==> src/rtl/rinc_pkg.sv <==
package rinc_pkg;

    typedef enum logic [1:0] {
        LANE_IDLE = 2'd0,
        LANE_RUN  = 2'd1,
        LANE_DONE = 2'd2
    } lane_st_e;

    localparam logic [1:0] ADJ_PASS = 2'b00;
    localparam logic [1:0] ADJ_UP   = 2'b01;
    localparam logic [1:0] ADJ_DOWN = 2'b10;

    localparam int RADIX_BITS = 2;
    localparam int NUM_LANES  = 2;

endpackage

==> src/rtl/rinc_exp_adjust.sv <==
module rinc_exp_adjust #(
    parameter int EXP_W = 11
) (
    input  logic [EXP_W-1:0] exp_i,
    input  logic [1:0]       code_i,
    output logic [EXP_W:0]   base_o,
    output logic [EXP_W:0]   plus1_o
);
    import rinc_pkg::*;

    localparam logic [EXP_W:0] ONE = (EXP_W+1)'(1);
    localparam logic [EXP_W:0] TWO = (EXP_W+1)'(2);

    logic [EXP_W:0] ext;
    logic           is_zero;

    // Two independent chains: adjusted value and adjusted value plus one.
    always_comb begin
        ext     = {1'b0, exp_i};
        is_zero = (exp_i == '0);
        case (code_i)
            ADJ_UP: begin
                base_o  = ext + ONE;
                plus1_o = ext + TWO;
            end
            ADJ_DOWN: begin
                base_o  = is_zero ? '0  : ext - ONE;
                plus1_o = is_zero ? ONE : ext;
            end
            default: begin
                base_o  = ext;
                plus1_o = ext + ONE;
            end
        endcase
    end

endmodule

==> src/rtl/rinc_lane.sv <==
module rinc_lane #(
    parameter int SIG_W = 53,
    parameter int EXP_W = 11
) (
    input  logic             clk,
    input  logic             rst_n,
    input  logic             load,
    input  logic [SIG_W-1:0] ld_sig,
    input  logic             ld_rup,
    input  logic [EXP_W:0]   ld_base,
    input  logic [EXP_W:0]   ld_plus1,
    input  logic             pop,
    output logic             busy,
    output logic             done,
    output logic [SIG_W-1:0] res_sig,
    output logic [EXP_W-1:0] res_exp,
    output logic             res_ovf
);
    import rinc_pkg::*;

    localparam int NDIG  = (SIG_W + RADIX_BITS) / RADIX_BITS;
    localparam int PAD_W = NDIG * RADIX_BITS;
    localparam int IDX_W = (NDIG > 1) ? $clog2(NDIG) : 1;
    localparam logic [IDX_W-1:0] LAST_IDX = IDX_W'(NDIG - 1);
    localparam logic [EXP_W:0]   EXP_SAT  = {1'b0, {EXP_W{1'b1}}};

    typedef struct packed {
        lane_st_e             st;
        logic [PAD_W-1:0]     pad;
        logic [IDX_W-1:0]     idx;
        logic [EXP_W:0]       base;
        logic [EXP_W:0]       plus1;
    } lane_s;

    lane_s q, d;
    logic [RADIX_BITS-1:0] dig;
    logic                  cout;
    logic [EXP_W:0]        e_sel;

    always_comb begin
        d   = q;
        dig = q.pad[q.idx*RADIX_BITS +: RADIX_BITS];
        case (q.st)
            LANE_IDLE: begin
                if (load) begin
                    d.pad   = PAD_W'(ld_sig);
                    d.idx   = '0;
                    d.base  = ld_base;
                    d.plus1 = ld_plus1;
                    d.st    = ld_rup ? LANE_RUN : LANE_DONE;
                end
            end
            LANE_RUN: begin
                d.pad[q.idx*RADIX_BITS +: RADIX_BITS] = dig + RADIX_BITS'(1);
                if ((dig == '1) && (q.idx != LAST_IDX)) begin
                    d.idx = q.idx + IDX_W'(1);
                end else begin
                    d.st = LANE_DONE;
                end
            end
            LANE_DONE: begin
                if (pop) begin
                    d.st = LANE_IDLE;
                end
            end
            default: d.st = LANE_IDLE;
        endcase
    end

    always_ff @(posedge clk) begin
        if (!rst_n) begin
            q <= '0;
        end else begin
            q <= d;
        end
    end

    always_comb begin
        busy    = (q.st != LANE_IDLE);
        done    = (q.st == LANE_DONE);
        cout    = q.pad[SIG_W];
        res_sig = cout ? {1'b1, {(SIG_W-1){1'b0}}} : q.pad[SIG_W-1:0];
        e_sel   = cout ? q.plus1 : q.base;
        res_ovf = (e_sel >= EXP_SAT);
        res_exp = res_ovf ? {EXP_W{1'b1}} : e_sel[EXP_W-1:0];
    end

endmodule

==> src/rtl/rinc_top.sv <==
module rinc_top #(
    parameter int SIG_W = 53,
    parameter int EXP_W = 11
) (
    input  logic             clk,
    input  logic             rst_n,
    input  logic             in_valid,
    output logic             in_ready,
    input  logic [SIG_W-1:0] in_sig,
    input  logic [EXP_W-1:0] in_exp,
    input  logic             in_rup,
    input  logic [1:0]       in_adj,
    output logic             out_valid,
    input  logic             out_ready,
    output logic [SIG_W-1:0] out_sig,
    output logic [EXP_W-1:0] out_exp,
    output logic             out_ovf
);
    import rinc_pkg::*;

    typedef struct packed {
        logic wr;
        logic rd;
    } ptr_s;

    ptr_s q, d;

    logic [EXP_W:0]   adj_base;
    logic [EXP_W:0]   adj_plus1;
    logic             acc;
    logic             rel;

    logic [NUM_LANES-1:0] ln_load;
    logic [NUM_LANES-1:0] ln_pop;
    logic [NUM_LANES-1:0] ln_busy;
    logic [NUM_LANES-1:0] ln_done;
    logic [SIG_W-1:0]     ln_sig [NUM_LANES];
    logic [EXP_W-1:0]     ln_exp [NUM_LANES];
    logic [NUM_LANES-1:0] ln_ovf;

    rinc_exp_adjust #(.EXP_W(EXP_W)) u_exp (
        .exp_i   (in_exp),
        .code_i  (in_adj),
        .base_o  (adj_base),
        .plus1_o (adj_plus1)
    );

    for (genvar g = 0; g < NUM_LANES; g++) begin : g_lane
        assign ln_load[g] = acc && (q.wr == 1'(g));
        assign ln_pop[g]  = rel && (q.rd == 1'(g));

        rinc_lane #(.SIG_W(SIG_W), .EXP_W(EXP_W)) u_lane (
            .clk      (clk),
            .rst_n    (rst_n),
            .load     (ln_load[g]),
            .ld_sig   (in_sig),
            .ld_rup   (in_rup),
            .ld_base  (adj_base),
            .ld_plus1 (adj_plus1),
            .pop      (ln_pop[g]),
            .busy     (ln_busy[g]),
            .done     (ln_done[g]),
            .res_sig  (ln_sig[g]),
            .res_exp  (ln_exp[g]),
            .res_ovf  (ln_ovf[g])
        );
    end

    always_comb begin
        in_ready  = !ln_busy[q.wr];
        out_valid = ln_done[q.rd];
        out_sig   = ln_sig[q.rd];
        out_exp   = ln_exp[q.rd];
        out_ovf   = ln_ovf[q.rd];
        acc       = in_valid && in_ready;
        rel       = out_valid && out_ready;
        d         = q;
        if (acc) d.wr = !q.wr;
        if (rel) d.rd = !q.rd;
    end

    always_ff @(posedge clk) begin
        if (!rst_n) begin
            q <= '0;
        end else begin
            q <= d;
        end
    end

endmodule

==> config.mk <==
export PLATFORM = sky130hd
export DESIGN_NAME = rinc_top
export DESIGN_NICKNAME = d
export VERILOG_FILES = /design/src/rtl/rinc_pkg.sv /design/src/rtl/rinc_exp_adjust.sv /design/src/rtl/rinc_lane.sv /design/src/rtl/rinc_top.sv
export SDC_FILE = /design/constraint.sdc
export NUM_CORES = 1
export LEC_CHECK = 0
export CAP_MARGIN = 40
export CORE_AREA = 2 2 168 170
export CTS_CLUSTER_DIAMETER = 100
export DETAILED_ROUTE_END_ITERATION = 10
export DIE_AREA = 0 0 170 172
export SKIP_LAST_GASP = 1
export SLEW_MARGIN = 0
export SYNTH_ARGS = -nofsm -noshare
export SYNTH_HDL_FRONTEND = slang
export SYNTH_SLANG_ARGS = --single-unit
==> constraint.sdc <==
create_clock -name clk -period 4.1 [get_ports clk]
set_input_delay 1.23 -clock clk [delete_from_list [all_inputs] [get_ports clk]]
set_output_delay 1.23 -clock clk [all_outputs]
set_load 0.01 [all_outputs]
==> impl_metrics.ini <==
[route]
firstDrtPassIters = 5
wl_per_cell_microns = 26.1
drt_wl_total_microns = 49800
ant_nets = 0
dr.first_iter.drc_count = 1921
vias_per_cell = 6.66
drc = 0
vias = 12701

[synth]
synth_area_leaders = dfxtp_1 30%, nand3_1 5.9%, nand2_1 5.3%, a21oi_1 4.8%, a22o_1 4.2%
synth_largest_area_cell = dfxtp_1
yosysWarnings = 0
async_flop_share_pct = 0
synth_area_sq_um = 11400
synth_nets = 1541
syn_area_per_cell_sq_um = 7.84
ys_seq_area_share_pct = 30.3
syn-instance-count = 1451
synth_top_area_share_pct = 30.3
synth-edff-count = 0
ys_ff_latch = 172
ys.flop_type = dfxtp_1
yosysUniqueCellTypes = 84

[global_routing]
grt_pass1_wl_microns = 73000
grt_max_degree = 80
grt_overflow = 0
grt_util_all_layers_pct = 33.5
grt_pass1_vias = 11257
grt_antenna_before_repair = 0

[timing]
slew_violations = 0
holdWs_ns = 0.460
clock_skew_ns = 0.0185
worst_slew_pin_slew_ns = 0.941
fmax_mhz = 253
period_share_pct = 96.4
rsz0062_at_grt = true
timing.slew.headroom_pct = 37.2
hold_viol_final = 0
tns_ns = 0
setup_violations = 0
min_period_ns = 3.95

[min_path]
whs_endpoint = g_lane[1].u_lane.q[23]
min_from = g_lane[1].u_lane.q[23]
hold_depth = 2
min_path_type = reg -> reg

[die]
row_count = 61
die_w_microns = 170
die_height_microns = 172
ioPinCount = 138
coreArea_sq_um = 27500
initial_core_util_pct = 41.4
die_area_sq_um = 29200

[critical_path]
cp.arrival_ns = 2.72
crit_buf_inv = 1
startpoint = g_lane[1].u_lane.cout
path_max_fanout = 9
timing.rr.start = g_lane[0].u_lane.q[24]
cp_slowest_cell = dfxtp_2
reg2regPathDepth = 11
crit_family = compound AO/OA/AOI/OAI gates
regToRegSetupSlack_ns = 0.41
slowest_delay_ns = 0.53
crit_type = reg -> out
critPathCaptureType = primary output
startpoint_type = flip-flop
worstPathCellList = nand2b_1 -> nor3_1 -> a41oi_1 -> o31a_1 -> a2bb2o_1 -> clkdlybuf4s50_1
reg2reg_to = g_lane[0].u_lane.q[46]
crit_required_ns = 2.87

[final_layout]
area_growth_pct = 22.1
fin_nets = 1637
n_antenna_cell = 0
final_layout_size_suffix_gt1_share_pct = 11.7
fin_area_sq_um = 13900
fin_util_pct = 50.6

[power_and_ir_drop]
power_density_nw_per_um2 = 339
ir_drop_uv = 281
p_leak_nw = 4.75

[place]
gp_congestion = 1.00
dp_hpwl_microns = 37300
port_buffers = 137
dpl-instance-area_sq_um = 13300

[clock_tree]
cts_resized = 2
clk_path_buf_depth = 2
clk_pin_slew_ns = 0.07
cts_buffers = 17
cts_htree_levels = 4
cts.sinks = 172
insertion_delay_ns = 0.45
post_cts_buffers = 0
cts_root_buffer = clkbuf_16
cts_tree = yes
cts_hold_buffers = 0

[job]
drv_cap = 0

[outcome]
outcome = finished clean
## stage by stage
| step | instances | power [mW] | setup slack, ns |
|---|---|---|---|
| floorplan | 1451 | 2.45 | 0.374 |
| global placement | 1874 | 2.96 | 0.353 |
| detailed placement | 1874 | 2.96 | 0.358 |
| CTS | 1906 | 4.67 | 0.0275 |
| global route | 1906 | 4.84 | -0.00134 |
| finish | 1906 | 4.71 | 0.149 |
## registers in the layout (all words and copies together) (netlist names)
| name | flops |
|---|---|
| g_lane.u_lane.cout | 2 |
| q | 2 |
| g_lane.u_lane.q | 168 |
## placed cells by master (no fill, tap or decap), types with 17 or more instances in the layout
cell               n
nand3_1          132
mux2i_1           35
buf_4             66
nor2_1            98
mux4_2            19
clkdlybuf4s50_1  136
nand2_1          160
clkbuf_16         17
nor2b_1           18
inv_1             21
nand4_1           29
dfxtp_1          170
a31oi_1           42
a22o_1            54
nor3_1            40
o21ai_0           62
ha_1              19
a21oi_1          108
and3_1            18
## cells in the mapped netlist (6+ instances only)
cell / number
or3_1: 13
o41ai_2: 6
a22o_1: 54
a31oi_1: 42
nand2b_1: 16
a32oi_1: 13
a221oi_1: 6
o31ai_1: 10
buf_2: 14
a2bb2oi_1: 16
nand4_1: 29
dfxtp_1: 172
o21ai_0: 62
or2_2: 10
mux2_2: 9
xnor2_1: 8
o2bb2a_1: 6
o22ai_1: 10
a211oi_1: 10
nor2b_1: 18
nand3b_1: 9
mux2i_1: 35
o21a_1: 10
mux4_2: 19
o311ai_0: 7
a22oi_1: 11
a21o_1: 10
o221ai_1: 6
nor2_1: 100
and3_1: 18
nand2_1: 160
a21oi_1: 108
nor3_1: 42
nand3_1: 133
ha_1: 19
o211ai_1: 13
and2_1: 7
buf_1: 10
nor3b_1: 6
clkbuf_1: 101
inv_1: 21
## area by class of cell
| cell class | instances | area, sq um |
|---|---|---|
| clock inverter | 15 | 186 |
| multi-input combinational | 1121 | 7320 |
| clock buffer | 17 | 425 |
| inverter | 26 | 98.8 |
| fill | 2694 | 13600 |
| sequential | 172 | 3450 |
| tap | 346 | 433 |
| timing repair buffer | 209 | 1980 |
## worst register-to-register path: stages (launching register included)
cell      delay (ns)
dfxtp_1         0.36
buf_12          0.21
mux4_1          0.60
mux2_2          0.29
a22oi_2         0.22
and3_1          0.21
inv_1           0.05
ha_1            0.37
or4b_2          0.70
nor2_1          0.16
nand4_1         0.11
a221oi_1        0.30
## where the power goes
| group | switching (mW) | total [mW] | internal, mW |
|---|---|---|---|
| clock network | 0.779 | 1.75 | 0.972 |
| registers | 0.138 | 1.92 | 1.78 |
| logic | 0.594 | 1.04 | 0.449 |
| total | 1.51 | 4.71 | 3.20 |
## layer usage
metal | track usage (%) | part of all wire (%) | routed length [microns] | vias up
met4 | 10.7 | 3.4 | 1680 | 0
met1 | 49.1 | 43 | 21400 | 6081
met3 | 8.03 | 12 | 5900 | 121
met5 | 0 | 0 | 0 | -
met2 | 47.9 | 42 | 20800 | 871
li1 | - | - | - | 5628
## worst max path at each step
stage	to	slack (ns)	cells after the start
2_1_floorplan	g_lane[0].u_lane.q[32]	0.37	11
3_3_place_gp	out_exp[5]	0.35	7
3_5_place_dp	out_exp[0]	0.36	7
4_1_cts	out_exp[9]	0.03	7
5_1_grt	out_exp[3]	-0.001	7
6_report	out_exp[2]	0.15	6
## kinds of logic (layout without fill, tap and decap cells)
logic type	count (synthesis)	after routing	synth area share [%]
multiplexers	67	67	8.56
AND/OR/NAND/NOR	590	590	25.8
AO/OA/AOI/OAI	433	433	26.6
adder cells (fa/ha/maj)	19	19	2.09
flip-flops	172	172	30.3
buffers and inverters	158	267	5.76
XOR/XNOR	12	12	0.924
Note: power is estimated with default switching activity, not from simulation.
